==> src/rtl/tdm_tx_pkg.sv <==
package tdm_tx_pkg;

    typedef enum logic [1:0] {
        SLOT_IDLE,
        SLOT_FIRST,
        SLOT_SECOND
    } slot_kind_e;

    typedef struct packed {
        logic oe;
        logic d;
        logic lsb;
    } tx_bit_t;

    function automatic logic in_window(int unsigned pos, int unsigned start, int unsigned len);
        return (pos >= start) && (pos < start + len);
    endfunction

endpackage

==> src/rtl/tdm_edge_sync.sv <==
module tdm_edge_sync #(
    parameter int STAGES = 2
) (
    input  logic clk,
    input  logic rst,
    input  logic bclk,
    input  logic wclk,
    input  logic inv,
    output logic launch,
    output logic capture,
    output logic frame_start
);
    logic [STAGES-1:0] b_sr;
    logic [STAGES-1:0] w_sr;
    logic              b_last;
    logic              w_cap;
    logic              b_now;
    logic              w_now;
    logic              rise;
    logic              fall;

    assign b_now = b_sr[STAGES-1];
    assign w_now = w_sr[STAGES-1];
    assign rise  = b_now & ~b_last;
    assign fall  = ~b_now & b_last;

    assign launch      = inv ? rise : fall;
    assign capture     = inv ? fall : rise;
    assign frame_start = capture & w_now & ~w_cap;

    generate
        if (STAGES == 1) begin : g_one
            always_ff @(posedge clk) begin
                if (rst) begin
                    b_sr <= '0;
                    w_sr <= '0;
                end else begin
                    b_sr <= bclk;
                    w_sr <= wclk;
                end
            end
        end else begin : g_chain
            always_ff @(posedge clk) begin
                if (rst) begin
                    b_sr <= '0;
                    w_sr <= '0;
                end else begin
                    b_sr <= {b_sr[STAGES-2:0], bclk};
                    w_sr <= {w_sr[STAGES-2:0], wclk};
                end
            end
        end
    endgenerate

    always_ff @(posedge clk) begin
        if (rst) begin
            b_last <= 1'b0;
            w_cap  <= 1'b0;
        end else begin
            b_last <= b_now;
            if (capture) w_cap <= w_now;
        end
    end
endmodule

==> src/rtl/tdm_slot_counter.sv <==
module tdm_slot_counter #(
    parameter int SLOT_W = 8
) (
    input  logic              clk,
    input  logic              rst,
    input  logic              frame_start,
    input  logic              launch,
    output logic [SLOT_W-1:0] slot
);
    localparam logic [SLOT_W-1:0] SLOT_MAX = '1;

    always_ff @(posedge clk) begin
        if (rst) begin
            slot <= SLOT_MAX;
        end else if (frame_start) begin
            slot <= '0;
        end else if (launch && slot != SLOT_MAX) begin
            slot <= slot + 1'b1;
        end
    end
endmodule

==> src/rtl/tdm_slot_map.sv <==
module tdm_slot_map #(
    parameter int DATA_W = 16,
    parameter int OFF_W  = 6,
    parameter int WL_W   = 5,
    parameter int SLOT_W = 8
) (
    input  logic [WL_W-1:0]   word_len,
    input  logic [OFF_W-1:0]  off_first,
    input  logic [OFF_W-1:0]  off_second,
    input  logic              slot_mode,
    input  logic              swap_ch,
    input  logic [1:0]        ch_en,
    output logic [SLOT_W-1:0] len,
    output logic [SLOT_W-1:0] start_a,
    output logic [SLOT_W-1:0] start_b,
    output logic              en_a,
    output logic              en_b,
    output logic              a_is_ch1,
    output logic [SLOT_W-1:0] sync_slot
);
    localparam logic [SLOT_W-1:0] LEN_MAX = SLOT_W'(DATA_W);

    logic [SLOT_W-1:0] wl_ext;
    logic [SLOT_W-1:0] gap;

    always_comb begin
        wl_ext   = SLOT_W'(word_len);
        len      = (wl_ext > LEN_MAX) ? LEN_MAX : wl_ext;
        gap      = slot_mode ? SLOT_W'(off_second) : '0;
        start_a  = SLOT_W'(off_first);
        start_b  = start_a + len + gap;
        a_is_ch1 = swap_ch;
        en_a     = swap_ch ? ch_en[1] : ch_en[0];
        en_b     = swap_ch ? ch_en[0] : ch_en[1];
        if (en_a)      sync_slot = start_a;
        else if (en_b) sync_slot = start_b;
        else           sync_slot = '0;
    end
endmodule

==> src/rtl/tdm_serial_tx.sv <==
module tdm_serial_tx
    import tdm_tx_pkg::*;
#(
    parameter int DATA_W      = 16,
    parameter int OFF_W       = 6,
    parameter int SYNC_STAGES = 2,
    localparam int WL_W       = $clog2(DATA_W + 1),
    localparam int SLOT_W     = $clog2(2 * (2 ** OFF_W) + 2 * DATA_W + 1)
) (
    input  logic              clk,
    input  logic              rst,
    input  logic              bclk,
    input  logic              wclk,
    input  logic              bclk_inv,
    input  logic              slot_mode,
    input  logic              swap_ch,
    input  logic [1:0]        ch_en,
    input  logic              tri_en,
    input  logic              early_tri,
    input  logic [WL_W-1:0]   word_len,
    input  logic [OFF_W-1:0]  off_first,
    input  logic [OFF_W-1:0]  off_second,
    input  logic [DATA_W-1:0] ch0_word,
    input  logic [DATA_W-1:0] ch1_word,
    output logic              sdout,
    output logic              sdout_oe,
    output logic              fsync
);
    logic              launch;
    logic              capture;
    logic              frame_start;
    logic [SLOT_W-1:0] slot;
    logic [SLOT_W-1:0] len;
    logic [SLOT_W-1:0] start_a;
    logic [SLOT_W-1:0] start_b;
    logic [SLOT_W-1:0] sync_slot;
    logic              en_a;
    logic              en_b;
    logic              a_is_ch1;
    logic [DATA_W-1:0] word_a;
    logic [DATA_W-1:0] word_b;
    logic [DATA_W-1:0] word_sel;
    logic [SLOT_W-1:0] bit_pos;
    slot_kind_e        kind;
    tx_bit_t           nxt;
    logic              lsb_q;

    tdm_edge_sync #(.STAGES(SYNC_STAGES)) u_sync (
        .clk        (clk),
        .rst        (rst),
        .bclk       (bclk),
        .wclk       (wclk),
        .inv        (bclk_inv),
        .launch     (launch),
        .capture    (capture),
        .frame_start(frame_start)
    );

    tdm_slot_counter #(.SLOT_W(SLOT_W)) u_cnt (
        .clk        (clk),
        .rst        (rst),
        .frame_start(frame_start),
        .launch     (launch),
        .slot       (slot)
    );

    tdm_slot_map #(
        .DATA_W(DATA_W),
        .OFF_W (OFF_W),
        .WL_W  (WL_W),
        .SLOT_W(SLOT_W)
    ) u_map (
        .word_len  (word_len),
        .off_first (off_first),
        .off_second(off_second),
        .slot_mode (slot_mode),
        .swap_ch   (swap_ch),
        .ch_en     (ch_en),
        .len       (len),
        .start_a   (start_a),
        .start_b   (start_b),
        .en_a      (en_a),
        .en_b      (en_b),
        .a_is_ch1  (a_is_ch1),
        .sync_slot (sync_slot)
    );

    // Per-slot decision for the bit launched at the current slot count.
    always_comb begin
        word_a = a_is_ch1 ? ch1_word : ch0_word;
        word_b = a_is_ch1 ? ch0_word : ch1_word;
        if (en_a && in_window(32'(slot), 32'(start_a), 32'(len))) begin
            kind     = SLOT_FIRST;
            word_sel = word_a;
            bit_pos  = start_a + len - 1'b1 - slot;
        end else if (en_b && in_window(32'(slot), 32'(start_b), 32'(len))) begin
            kind     = SLOT_SECOND;
            word_sel = word_b;
            bit_pos  = start_b + len - 1'b1 - slot;
        end else begin
            kind     = SLOT_IDLE;
            word_sel = '0;
            bit_pos  = '0;
        end
        nxt.oe  = (kind != SLOT_IDLE) || !tri_en;
        nxt.d   = (kind != SLOT_IDLE) && |(word_sel & (DATA_W'(1) << bit_pos));
        nxt.lsb = (kind != SLOT_IDLE) && (bit_pos == '0);
    end

    always_ff @(posedge clk) begin
        if (rst) begin
            sdout    <= 1'b0;
            sdout_oe <= 1'b0;
            fsync    <= 1'b0;
            lsb_q    <= 1'b0;
        end else begin
            fsync <= 1'b0;
            if (launch) begin
                sdout    <= nxt.d;
                sdout_oe <= nxt.oe;
                lsb_q    <= nxt.lsb;
                fsync    <= (slot == sync_slot);
            end else if (capture && lsb_q && tri_en && early_tri) begin
                sdout    <= 1'b0;
                sdout_oe <= 1'b0;
            end
        end
    end

    AST_HIZ_LINE_LOW: assert property (@(posedge clk) disable iff (rst)
        !sdout_oe |-> !sdout);
    AST_DATA_ON_EDGE: assert property (@(posedge clk) disable iff (rst)
        (sdout != $past(sdout)) |-> $past(launch || capture));
    AST_OE_RISE_LAUNCH: assert property (@(posedge clk) disable iff (rst)
        $rose(sdout_oe) |-> $past(launch));
    AST_EARLY_RELEASE: assert property (@(posedge clk) disable iff (rst)
        ($fell(sdout_oe) && !$past(launch)) |-> $past(early_tri && tri_en));
    AST_DRIVE_NO_TRI: assert property (@(posedge clk) disable iff (rst)
        ($past(launch) && !$past(tri_en)) |-> sdout_oe);
    AST_SYNC_ON_LAUNCH: assert property (@(posedge clk) disable iff (rst)
        fsync |-> $past(launch));
endmodule

==> config.mk <==
export PLATFORM = sky130hd
export DESIGN_NAME = tdm_serial_tx
export DESIGN_NICKNAME = d
export VERILOG_FILES = /design/src/rtl/tdm_tx_pkg.sv /design/src/rtl/tdm_edge_sync.sv /design/src/rtl/tdm_slot_counter.sv /design/src/rtl/tdm_slot_map.sv /design/src/rtl/tdm_serial_tx.sv
export SDC_FILE = /design/constraint.sdc
export NUM_CORES = 1
export LEC_CHECK = 0
export BUFFER_PORTS_ARGS = -buffer_cell sky130_fd_sc_hd__buf_2
export CAP_MARGIN = 20
export CORE_ASPECT_RATIO = 1.2
export CORE_MARGIN = 2
export CORE_UTILIZATION = 33
export DETAILED_ROUTE_END_ITERATION = 8
export RECOVER_POWER = 100
export SLEW_MARGIN = 30
export SYNTH_ARGS = -nofsm -noshare
export SYNTH_HDL_FRONTEND = slang
export SYNTH_SLANG_ARGS = --single-unit
==> constraint.sdc <==
create_clock -name clk -period 5.9 [get_ports clk]
set_input_delay 0.295 -clock clk [delete_from_list [all_inputs] [get_ports clk]]
set_output_delay 0.295 -clock clk [all_outputs]
set_load 0.005 [all_outputs]
==> out/metrics.csv, run 1 <==
metric,value,unit
status,finished clean,
max cap viols,0,
hold path depth,2,
Final #Nets,697,
Worst path slowest cell,or3_1,
Placed Cells incl. Taps,727,
initial core utilization,0.338,
Total Routing Usage GR,0.180,
worst setup path start,word_len[4],
GP Congestion,0.946,
Skew-Pair Late Insertion Delay,0.25,ns
sequential power share,0.144,
CTS Hold Bufs,0,
Synth top area share,0.171,
ANT cells,0,
Syn Area/Cell,8.14,µm²
Reg-to-Reg Start,u_cnt.slot[1],
Core ar.,12100,µm²
layout cell share with drive strength beyond 1,0.215,
initial antenna violation count,0,
die height,126,µm
critical path class,primary input to register,
vias in the first global route,3982,
Setup TNS,0,ns
Power Density,197,nW/µm²
Max stage delay on crit path,0.43,ns
Hold Path Origin,bclk,
FMAX,179,MHz
Mapped Cells,503,
CTS Buf Count,3,
Required @ worst endpoint,6.04,ns
"EDFF count, synth",0,
Least-Margin Pin Slew,0.962,ns
"Seq/Total Area, Yosys",0.0880,
area grow syn2layout,16.9,%
1st-iter DRT viols,310,
Pleak,2.19,nW
H-Tree Depth,1,
Hold Path Class,primary input to register,
internal power,0.000515,W
Synth Warn #,0,
Slew Limit Headroom,0.357,
GRT overflow,0,
Residual DRC,0,
"most common cell after layout, fill and taps aside",buf_2,
first-pass GRT wire length,19.7,mm
Clock Sinks,18,
main flop type after synthesis,dfxtp_1,
vias per inst,5.53,
largest net degree at the start of global routing,40,
Final Hold Viols,0,
most frequent cells in the layout,"buf_2 (59), ha_1 (55), inv_1 (39)",
CTS tree,yes,
crit share post-route,0.947,
"Distinct cells, synth",75,
Crit. path cell count,27,
chip width,106,µm
combinational power share,0.695,
R2R setup slack,1.74,ns
Switching Share,0.454,
asr flop ratio synth,0,
"top cells by area, synth","ha_1 (17%), dfxtp_1 (8.8%), mux2_2 (5.2%)",
crit path buf inv count,4,
CP Capture Point,sdout,
Total Routed Length,12.3,mm
Final Max Slew Viols,0,
count of state elements after synthesis,18,
number of port buffers,62,
"Arr. time, crit path",5.73,ns
"Reg clk slew, reported paths",0.05,ns
DIE AREA,13300,µm²
Yosys top cell by area,ha_1,
Crit path top cell by count,ha_1,
Tmin final,5.59,ns
VDD IR max,0.0986,mV
Worst setup SP type,primary input,
fillcell total,1272,
DR vias,4045,
first drt pass iteration count,5,
r2r endpoint,sdout,
row count,44,
Worst R2R Path Depth,12,
"Cell Count, Final, Fillers Out",732,
Clock Tree Buf Depth,2,
type of destination of the critical path,register,
HPWL after DPL,10.2,mm
area of the mapped netlist,4090,µm²
post-DR wirelength/cell,16.8,µm
sw power,0.000428,W
root buf cell,clkbuf_16,
Syn Nets,628,
Layout Skew,0.00177,ns
remaining antenna violation count,0,
clock network fraction of total power,0.162,
CP top delay family,compound AO/OA/AOI/OAI gates,
Top Ports,63,
Crit Path Max Fanout,4,
Setup Viol. Count Final,0,
==> synthesized netlist by cell type (11+ instances only) <==
cell	count
ha_1	56
inv_1	39
nand2_1	27
nor2_1	24
xnor2_1	22
a21oi_1	21
mux2_2	19
dfxtp_1	18
nor3_1	17
mux2i_1	16
nor2b_1	16
o21ai_0	15
nand3_1	14
and3_1	13
a22oi_1	12
a31oi_1	11
and2_1	11
==> power groups by stage <==
stage	clock network, W	logic, W	registers [W]
final	0.000152	0.000655	0.000135
after global routing	0.000163	0.000730	0.000136
after CTS	0.000157	0.000625	0.000135
after detailed placement	0	0.000620	0.000138
after global placement	0	0.000601	0.000138
after floorplan	0	0.000455	0.000133
==> through the flow <==
stage	setup slack, ns	instance area (µm²)	power [W]	utilization	hold slack [ns]
finish	0.314	4780	0.000943	0.395	0.256
global route	-0.0245	4780	0.00103	0.395	0.296
CTS	0.0603	4730	0.000917	0.391	0.254
detailed placement	-0.204	4640	0.000758	0.383	0.424
global placement	-0.0956	4640	0.000739	0.383	0.425
floorplan	0.386	4090	0.000588	-	0.367
==> metal layers <==
layer  wire [µm]  GRT usage  vias to the layer above
met4         197     0.0488                        0
met5           0          0                        -
met2        6080      0.325                      112
met3         588     0.0150                       14
li1            -          -                     2026
met1        5470      0.229                     1893
==> kinds of logic after synthesis <==
kind of cell / after synthesis / share of synthesized area
DFF: 18 / 0.0880
adders and majority gates: 66 / 0.218
muxes: 35 / 0.0914
and+or+nand+nor: 150 / 0.196
buffers and inverters: 53 / 0.0535
AOI/OAI and AO/OA: 147 / 0.275
xor gates and xnor gates: 34 / 0.0780
==> how the worst min path moves through the flow <==
stage	slack, ns	to
after floorplan	0.37	u_sync.b_last
after global placement	0.42	u_sync.w_sr[1]
after detailed placement	0.42	u_sync.b_sr[1]
after CTS	0.25	u_sync.b_sr[0]
after global routing	0.30	u_sync.w_sr[0]
final	0.26	u_sync.b_sr[0]
==> sequential cells by signal, indices dropped and copies added (netlist names) <==
signal	cells
u_sync.b_sr	2
u_sync.w_sr	2
sdout_oe	1
fsync	1
sdout	1
u_sync.w_cap	1
u_sync.b_last	1
u_cnt.slot	8
lsb_q	1
==> repair_timing <==
| item | 4_1_cts | 5_1_grt |
|---|---|---|
| hold endpoints to repair | 0 | 0 |
| setup buffers | 0 | 1 |
| gates resized for setup | 0 | 10 |
| setup endpoints to repair | 0 | 1 |
==> layout make-up <==
type                       count  area (µm²)  area share
multi-input combinational    432        3570       0.746
timing repair buffer          76         405      0.0847
sequential                    18         360      0.0753
tap                          161         201      0.0421
inverter                      41         159      0.0332
clock buffer                   4        88.8      0.0186
(Power assumes the default switching activity.)
==> inputs of run 2 (changes only) <==
--- a/config.mk
+++ b/config.mk
@@ -15,4 +15,5 @@
 export SLEW_MARGIN = 30
 export SYNTH_ARGS = -nofsm -noshare
 export SYNTH_HDL_FRONTEND = slang
+export SYNTH_HIERARCHICAL = 1
 export SYNTH_SLANG_ARGS = --single-unit
==> out/metrics.csv, run 2 <==
metric,value,unit
status,finished clean,
Least-Margin Pin Slew,0.770,ns
Pleak,2.35,nW
Residual DRC,0,
crit share post-route,0.939,
CTS Hold Bufs,0,
Clock Tree Buf Depth,2,
FMAX,180,MHz
main flop type after synthesis,dfxtp_1,
"most common cell after layout, fill and taps aside",inv_1,
Clock Sinks,18,
Tmin final,5.54,ns
area grow syn2layout,12.5,%
layout cell share with drive strength beyond 1,0.150,
Top Ports,63,
area of the mapped netlist,4430,µm²
hold slack final,0.255,ns
most frequent cells in the layout,"inv_1 (73), ha_1 (65), buf_2 (61)",
"Cell Count, Final, Fillers Out",773,
Setup Viol. Count Final,0,
Synth top area share,0.183,
ANT cells,0,
first drt pass iteration count,4,
remaining antenna violation count,0,
Slew Limit Headroom,0.487,
Synth Warn #,6,
CTS tree,yes,
"Seq/Total Area, Yosys",0.0813,
Final Max Slew Viols,0,
asr flop ratio synth,0,
Final #Nets,755,
first-pass GRT wire length,19.4,mm
Hold Path Class,primary input to register,
Placed Cells incl. Taps,765,
"Reg clk slew, reported paths",0.05,ns
CTS Buf Count,3,
number of port buffers,62,
die height,131,µm
Required @ worst endpoint,6.03,ns
critical path class,primary input to register,
max cap viols,0,
Skew-Pair Late Insertion Delay,0.25,ns
chip width,110,µm
Syn Area/Cell,8.07,µm²
GRT overflow,0,
H-Tree Depth,1,
Power Density,220,nW/µm²
HPWL after DPL,9.74,mm
initial core utilization,0.336,
vias in the first global route,4256,
type of destination of the critical path,register,
Total Routed Length,11.5,mm
"EDFF count, synth",0,
Crit Path Max Fanout,8,
Worst path slowest cell,fa_1,
VDD IR max,0.101,mV
vias per inst,5.48,
"top cells by count, synth","inv_1 (73), ha_1 (65), a221oi_1 (31)",
Core ar.,13200,µm²
Mapped Cells,549,
DR vias,4233,
GP Congestion,0.889,
final core occ,0.378,
count of state elements after synthesis,18,
Layout Skew,0.00103,ns
largest net degree at the start of global routing,27,
DIE AREA,14400,µm²
Max stage delay on crit path,0.47,ns
registers with the most flip-flops,"u_cnt/slot x8, u_sync/b_sr x2, u_sync/w_sr x2",
Worst setup SP type,primary input,
post-DR wirelength/cell,14.8,µm
initial antenna violation count,0,
"Arr. time, crit path",5.67,ns
Total Routing Usage GR,0.167,
most frequent cell after synthesis,inv_1,
Setup WS post-layout,0.357,ns
"top cells by area, synth","ha_1 (18%), fa_1 (11%), dfxtp_1 (8.1%)",
Final Hold Viols,0,
row count,46,
"Distinct cells, synth",65,
Yosys top cell by area,ha_1,
max reg flops,8,
1st-iter DRT viols,315,
Top reg by flops,u_cnt/slot,
fillcell total,1370,
root buf cell,clkbuf_16,
post-place setup slack,0.0165,ns
-- run 2: final cells by class --
| cell class | instances | area (µm²) | share of cell area |
|---|---|---|---|
| clock buffers | 4 | 88.8 | 0.0178 |
| inverters | 74 | 278 | 0.0557 |
| multi-input cells | 436 | 3650 | 0.733 |
| flip-flops and latches | 18 | 360 | 0.0723 |
| well taps | 168 | 210 | 0.0422 |
| repair buffers | 73 | 395 | 0.0793 |
-- run 2: kinds of logic (layout without fill, tap and decap cells) --
group,Yosys count,after routing,share of synthesized area
multiplexers,6,6,0.0138
other,1,5,0.000846
AND/OR/NAND/NOR,133,133,0.164
AO/OA/AOI/OAI,164,164,0.271
buffers and inverters,99,151,0.100
flip-flops,18,18,0.0813
adder cells (fa/ha/maj),89,89,0.292
XOR/XNOR,39,39,0.0771
-- run 2: metal layers --
layer	vias up	global-route usage	wire length (µm)
met5	-	0	0
met4	0	0.0477	289
met2	127	0.315	5700
li1	2089	-	-
met3	20	0.0119	584
met1	1997	0.199	4900
-- run 2: worst paths after layout --
path                          to  slack, ns            from  cells past startpoint
setup / recovery           sdout       0.36     word_len[4]                     27
hold / removal    u_sync/b_sr[0]       0.26            bclk                      2
setup reg to reg           sdout       2.05   u_cnt/slot[2]                     12
hold reg to reg   u_sync/w_sr[1]       0.44  u_sync/w_sr[0]                      1
-- run 2: through the flow --
stage               setup TNS [ns]  area (µm²)  total power (W)
finish                           0        4990          0.00109
CTS                              0        4940          0.00107
global placement                 0        4850         0.000892
detailed placement               0        4850         0.000916
global route               -0.0163        4990          0.00121
floorplan                        0        4450         0.000748
-- run 2: worst max-delay path: cells and delay by family --
kind	cells	cell delay, ns
compound gates	10	2.00
xor+xnor	2	0.36
fa+ha+maj	5	1.59
buf+inv	5	0.57
mux	1	0.19
simple gates	4	0.65
-- run 2: timing repair --
item / in CTS / in global routing
endpoints found under the hold margin: 0 / 0
setup endpoints to repair: 0 / 1
gates resized for setup: 0 / 5
setup buffers: 0 / 4
-- run 2: report_power, final --
part,switching (W),internal (W),leakage (nW),total [W]
clock network,0.0000442,0.000103,0.0442,0.000147
registers,0.0000116,0.000127,0.147,0.000138
logic,0.000453,0.000356,2.16,0.000809
total,0.000509,0.000586,2.35,0.00109
